--- src/rtl/stwd_pkg.sv ---
package stwd_pkg;

    localparam int WORD_W   = 16;
    localparam int BYTE_W   = 8;
    localparam int PARITY_W = 8;
    localparam int NUM_CTRL = 3;

    // Fixed bit positions of each flag in the status word
    localparam int CARRY_BIT = 0;
    localparam int PAR_BIT   = 2;
    localparam int AUX_BIT   = 4;
    localparam int ZERO_BIT  = 6;
    localparam int SIGN_BIT  = 7;
    localparam int TRAP_BIT  = 8;
    localparam int INTEN_BIT = 9;
    localparam int DIR_BIT   = 10;
    localparam int OVF_BIT   = 11;

    localparam int CTRL_BASE = TRAP_BIT;

    typedef enum logic {
        WID_BYTE = 1'b0,
        WID_WORD = 1'b1
    } width_e;

    typedef struct packed {
        logic ovf;
        logic sign;
        logic zero;
        logic aux;
        logic par;
        logic carry;
    } arith_t;

    typedef struct packed {
        logic [WORD_W-1:0] result;
        width_e            width;
        logic              carry;
        logic              ovf;
        logic              nib;
    } alu_in_t;

    function automatic logic [WORD_W-1:0] arith_mask();
        logic [WORD_W-1:0] m;
        m = '0;
        m[CARRY_BIT] = 1'b1;
        m[PAR_BIT]   = 1'b1;
        m[AUX_BIT]   = 1'b1;
        m[ZERO_BIT]  = 1'b1;
        m[SIGN_BIT]  = 1'b1;
        m[OVF_BIT]   = 1'b1;
        return m;
    endfunction

    function automatic logic [WORD_W-1:0] defined_mask();
        logic [WORD_W-1:0] m;
        m = arith_mask();
        for (int i = 0; i < NUM_CTRL; i++) m[CTRL_BASE+i] = 1'b1;
        return m;
    endfunction

    function automatic logic [WORD_W-1:0] pack_word(arith_t a, logic [NUM_CTRL-1:0] c);
        logic [WORD_W-1:0] w;
        w = '0;
        w[CARRY_BIT] = a.carry;
        w[PAR_BIT]   = a.par;
        w[AUX_BIT]   = a.aux;
        w[ZERO_BIT]  = a.zero;
        w[SIGN_BIT]  = a.sign;
        w[OVF_BIT]   = a.ovf;
        for (int i = 0; i < NUM_CTRL; i++) w[CTRL_BASE+i] = c[i];
        return w;
    endfunction

    function automatic arith_t unpack_arith(logic [WORD_W-1:0] w);
        arith_t a;
        a.carry = w[CARRY_BIT];
        a.par   = w[PAR_BIT];
        a.aux   = w[AUX_BIT];
        a.zero  = w[ZERO_BIT];
        a.sign  = w[SIGN_BIT];
        a.ovf   = w[OVF_BIT];
        return a;
    endfunction

endpackage

--- src/rtl/cond_flag_calc.sv ---
module cond_flag_calc
    import stwd_pkg::*;
#(
    parameter int DW = WORD_W,
    parameter int BW = BYTE_W,
    parameter int PW = PARITY_W
) (
    input  alu_in_t alu_i,
    output arith_t  flags_o
);
    logic [BW-1:0] byte_slice;
    logic [PW-1:0] par_slice;
    logic          zero_b, zero_w;

    assign byte_slice = alu_i.result[BW-1:0];
    assign par_slice  = alu_i.result[PW-1:0];
    assign zero_b     = (byte_slice == '0);
    assign zero_w     = (alu_i.result == '0);

    always_comb begin
        flags_o.carry = alu_i.carry;
        flags_o.ovf   = alu_i.ovf;
        flags_o.aux   = alu_i.nib;
        flags_o.par   = ~(^par_slice);
        if (alu_i.width == WID_WORD) begin
            flags_o.zero = zero_w;
            flags_o.sign = alu_i.result[DW-1];
        end else begin
            flags_o.zero = zero_b;
            flags_o.sign = alu_i.result[BW-1];
        end
    end
endmodule

--- src/rtl/arith_flag_reg.sv ---
module arith_flag_reg
    import stwd_pkg::*;
(
    input  logic   clk,
    input  logic   rst,
    input  logic   upd_i,
    input  arith_t next_i,
    input  logic   load_i,
    input  arith_t load_i_val,
    output arith_t q_o
);
    always_ff @(posedge clk) begin
        if (rst) begin
            q_o <= '0;
        end else if (load_i) begin
            q_o <= load_i_val;
        end else if (upd_i) begin
            q_o <= next_i;
        end
    end
endmodule

--- src/rtl/ctrl_flag_bit.sv ---
module ctrl_flag_bit (
    input  logic clk,
    input  logic rst,
    input  logic set_i,
    input  logic clr_i,
    input  logic load_i,
    input  logic load_bit_i,
    output logic q_o
);
    always_ff @(posedge clk) begin
        if (rst) begin
            q_o <= 1'b0;
        end else if (load_i) begin
            q_o <= load_bit_i;
        end else if (set_i) begin
            q_o <= 1'b1;
        end else if (clr_i) begin
            q_o <= 1'b0;
        end
    end
endmodule

--- src/rtl/status_word_reg.sv ---
module status_word_reg
    import stwd_pkg::*;
#(
    parameter int DW = WORD_W,
    parameter int NC = NUM_CTRL
) (
    input  logic          clk,
    input  logic          rst,
    input  logic [DW-1:0] result_i,
    input  logic          wide_i,
    input  logic          carry_i,
    input  logic          ovf_i,
    input  logic          nib_carry_i,
    input  logic          upd_i,
    input  logic [NC-1:0] ctrl_set_i,
    input  logic [NC-1:0] ctrl_clr_i,
    input  logic          load_i,
    input  logic [DW-1:0] load_val_i,
    output logic [DW-1:0] word_o
);
    alu_in_t         alu_in;
    arith_t          arith_next;
    arith_t          arith_load;
    arith_t          arith_q;
    logic [NC-1:0]   ctrl_q;

    always_comb begin
        alu_in.result = result_i;
        alu_in.width  = width_e'(wide_i);
        alu_in.carry  = carry_i;
        alu_in.ovf    = ovf_i;
        alu_in.nib    = nib_carry_i;
    end

    assign arith_load = unpack_arith(load_val_i);

    cond_flag_calc u_calc (
        .alu_i   (alu_in),
        .flags_o (arith_next)
    );

    arith_flag_reg u_arith (
        .clk        (clk),
        .rst        (rst),
        .upd_i      (upd_i),
        .next_i     (arith_next),
        .load_i     (load_i),
        .load_i_val (arith_load),
        .q_o        (arith_q)
    );

    for (genvar g = 0; g < NC; g++) begin : g_ctrl
        ctrl_flag_bit u_bit (
            .clk        (clk),
            .rst        (rst),
            .set_i      (ctrl_set_i[g]),
            .clr_i      (ctrl_clr_i[g]),
            .load_i     (load_i),
            .load_bit_i (load_val_i[CTRL_BASE+g]),
            .q_o        (ctrl_q[g])
        );
    end

    assign word_o = pack_word(arith_q, ctrl_q);
endmodule

--- config.mk ---
export PLATFORM = sky130hd
export DESIGN_NAME = status_word_reg
export DESIGN_NICKNAME = d
export VERILOG_FILES = /design/src/rtl/stwd_pkg.sv /design/src/rtl/cond_flag_calc.sv /design/src/rtl/arith_flag_reg.sv /design/src/rtl/ctrl_flag_bit.sv /design/src/rtl/status_word_reg.sv
export SDC_FILE = /design/constraint.sdc
export NUM_CORES = 1
export LEC_CHECK = 0
export BUFFER_PORTS_ARGS = -buffer_cell sky130_fd_sc_hd__buf_2
export CORE_ASPECT_RATIO = 0.9
export CORE_MARGIN = 2
export CORE_UTILIZATION = 30
export DETAILED_ROUTE_END_ITERATION = 10
export HOLD_SLACK_MARGIN = 0.1
export PLACE_DENSITY = 0.74
export SLEW_MARGIN = 20
export SYNTH_ARGS = -nofsm -noshare
export SYNTH_HDL_FRONTEND = slang
export SYNTH_SLANG_ARGS = --single-unit
--- constraint.sdc ---
create_clock -name clk -period 1 [get_ports clk]
set_input_delay 0.05 -clock clk [delete_from_list [all_inputs] [get_ports clk]]
set_output_delay 0.05 -clock clk [all_outputs]
set_load 0.1 [all_outputs]
==> run summary <==
The critical path starts at u_arith.q_o[0]. The power density normalized to cell area is 1140 nW/um^2, and the total via count after detailed routing is 712. For the die area, the log shows 2590 um^2.

For the worst flop-to-flop path, the logic depth is 3. The tools report the count of inserted antenna diode cells as 0. Buffers placed on the I/O ports in this run total 47. The number of hold violations in the final report was 0. STA puts the critical path data arrival time at 1090 ps. Final estimated routing congestion in global placement: 0.720.

Of all cell types, the one taking the most synthesized area is sky130_fd_sc_hd__dfxtp_1. Once detail routing completed, the nets flagged for antenna violations numbered 0. Number of max-slew violations in the final report: 0.

In this run the worst setup path terminates at u_arith.q_o[0]. The mapped netlist covers 661 um^2. The logs give 50 ps for the register-to-register setup slack and 769 for the number of global-route vias before repair.

Average detailed-routed wire length per instance: 11.1 um. The worst setup path is of the reg -> reg kind. The clock drives 9 sinks. The worst register-to-register path ends at u_arith.q_o[0]. The cell count after synthesis is 79, and the sum of negative setup slack is 0 ps. The logs give 32.3% for the global routing met2 resource utilization and 0 ps for the post-route clock skew.

The number of H-tree levels is 1, and the final-stage net count is 190. Power comes to 1.39 mW. The total overflow left after global routing is 0. TritonCTS built the clock tree. The shortest clock period the worst path allows after layout was 948 ps.

The tools report the number of violations reported at the end of detailed-routing iteration 0 as 4. The placed instances occupy a cell area of 1030 um^2. Summing the sequential cell areas from Yosys gives 27.3% of the chip area.

The post-route cell area was 1210 um^2. After synthesis, the cell types taking the most area are sky130_fd_sc_hd__dfxtp_1 27%, sky130_fd_sc_hd__buf_4 14%, sky130_fd_sc_hd__ha_1 7.6%. The tools report the worst setup slack after layout as 52.4 ps. Entering global routing, the biggest net connects 18 pins. The first detailed-routing pass ran for 4 iterations.

The ratio of cells with drive above 1 in the final layout came out at 43.9%. Averaged over all synthesized cells, the footprint is 8.36 um^2. Clock latency on the worst-skew pair, taken at its later pin, is 250 ps.

The run gives 2120 um^2 as the core area. The run gives 14.4% as the met1 capacity usage during global routing. The required time reported for the critical path endpoint came out at 1150 ps. Global routing used 16.1% of the available tracks. Prior to clock tree synthesis, the placed netlist has a worst setup slack of -56.8 ps. The tools report the standby leakage power as 0.617 nW.

The routed design has 1840 um of wire. Derived from the worst setup path, the maximum achievable clock frequency is 1.06 GHz. Global routing used 7.41% of the available met3 tracks.

The overall die width is 53.5 um, and the initial standard-cell utilization of the core is 31.1%. The tools report the number of buffers added by the clock tree synthesis step as 3. STA classifies the critical path startpoint as a flop. The dominant register cell in the synthesized netlist was sky130_fd_sc_hd__dfxtp_1. For the final number of setup-violating endpoints, the log shows 0. The period utilization works out to 94.8%. The area growth from synthesis to final layout was 83.3%; the number of standard-cell rows in the floorplan was 16. The run finished with clean final reports. After synthesis the netlist holds a flip-flop and latch count of 9. After global routing, the most crowded layer is met2.

The HPWL after detailed placement is 1380 um. The tools report the warning count from the yosys run as 0. Clock transition time at the flip-flop clock pins of the worst setup and hold paths: 60 ps. The kind of end point of the critical path is a flop. 62 I/O pins were placed. The logs give 0 for the initial antenna violation count and 25 for the distinct cell type count after synthesis. The worst-case IR drop observed on VDD is 0.000824 V.

The number of maximum-capacitance constraint violations is 0. Counting along the longest clock path gives a buffer depth of 2. Counting flops with a built-in enable in the synthesized netlist gives 0.

The largest driver fanout on the critical path was 2. The first global-routing pass estimated 3100 um of wire. The per-cell via count in the routed design is 4.29.

The clock root buffer master is sky130_fd_sc_hd__clkbuf_4. The die span in y came out at 48.5 um. The share of synthesized flip-flops with an asynchronous set or reset is 0%, and the worst hold slack across all endpoints is 145 ps.

The proportion of netlist area held by the largest area contributor was 27.3%. The run gives 0 as the DRC violations left. The tightest min-delay check is of the in -> reg type.

The critical register-to-register path startpoint is u_arith.q_o[0]. Setup repair after global routing left no endpoint under its margin.
-- worst min path at each step --
| stage | start | slack, ps | endpoint | cells after the start |
|---|---|---|---|---|
| 6_report | nib_carry_i | 150 | u_arith.q_o[2] | 4 |
| 5_1_grt | upd_i | 160 | u_arith.q_o[1] | 3 |
| 4_1_cts | nib_carry_i | 140 | u_arith.q_o[2] | 4 |
| 3_5_place_dp | load_val_i[4] | 300 | u_arith.q_o[2] | 3 |
| 3_3_place_gp | load_val_i[4] | 280 | u_arith.q_o[2] | 3 |
| 2_1_floorplan | load_val_i[7] | 190 | u_arith.q_o[4] | 2 |
-- routing by layer --
layer | up-vias | share of wire, %
li1 | 367 | -
met1 | 310 | 37
met2 | 35 | 54
met3 | 0 | 8.4
met4 | 0 | 0
met5 | - | 0
-- critical path, cell delays in order (launching register included) --
cell and delay [ps]:
sky130_fd_sc_hd__dfxtp_4 350, sky130_fd_sc_hd__mux2_1 290, sky130_fd_sc_hd__mux2i_1 150, sky130_fd_sc_hd__nor2_1 50
-- Yosys cell counts, drive strengths merged, types with 2 or more instances --
cell type / n
xnor2: 2
inv: 13
buf: 14
a21oi: 2
mux2i: 4
dfxtp: 9
nand2: 2
ha: 4
nor4: 2
a221oi: 3
nand2b: 3
nor2: 7
mux2: 3
-- flip-flops by register name, indices dropped and copies added, names as in the netlist --
register	cells
g_ctrl.u_bit.q_o	3
u_arith.q_o	6
-- logic make-up (layout without fill, tap and decap cells) --
family / count (synthesis) / in the layout / share of synthesized area (%)
compound gates: 10 / 10 / 12.3
xor+xnor: 3 / 3 / 3.98
fa+ha+maj: 4 / 4 / 7.58
buf+inv: 27 / 81 / 22.5
flops: 9 / 9 / 27.3
mux: 7 / 7 / 11.2
other cells: 1 / 7 / 0.568
simple gates: 18 / 18 / 14.6
-- metrics by stage --
step	utilization (%)	instances
finish	57.1	166
global placement	48.5	147
floorplan	-	85
CTS	56.8	166
global route	57.1	166
detailed placement	48.5	147
-- repair_timing --
action	in CTS	in global routing
setup endpoints to repair	0	1
hold buffers	15	0
buffers inserted	0	0
hold endpoints to repair	9	0
resized for setup	0	1
-- cell usage in the layout (no fill, tap or decap), types with 3 or more instances in the layout --
cell type                       instances
sky130_fd_sc_hd__clkbuf_4               3
sky130_fd_sc_hd__dlygate4sd3_1         15
sky130_fd_sc_hd__inv_1                 13
sky130_fd_sc_hd__dfxtp_1                3
sky130_fd_sc_hd__dfxtp_4                6
sky130_fd_sc_hd__nor2_1                 7
sky130_fd_sc_hd__a221oi_1               3
sky130_fd_sc_hd__mux2i_1                4
sky130_fd_sc_hd__buf_12                 9
sky130_fd_sc_hd__nand2b_1               3
sky130_fd_sc_hd__buf_2                 38
sky130_fd_sc_hd__conb_1                 7
sky130_fd_sc_hd__ha_1                   4
-- cell type report --
| class | count | area, um^2 |
|---|---|---|
| Fill cell | 200 | 911 |
| Clock buffer | 4 | 26.3 |
| Inverter | 13 | 48.8 |
| Tap cell | 27 | 33.8 |
| Multi-Input combinational cell | 49 | 364 |
| Timing Repair Buffer | 64 | 536 |
| Sequential cell | 9 | 203 |
-- power by group --
group | switching, mW | internal [mW] | total, mW
clock network | 0.120 | 0.153 | 0.274
registers | 0.0283 | 0.384 | 0.412
logic | 0.430 | 0.270 | 0.700
total | 0.579 | 0.807 | 1.39
Note: power is estimated with default switching activity, not from simulation.
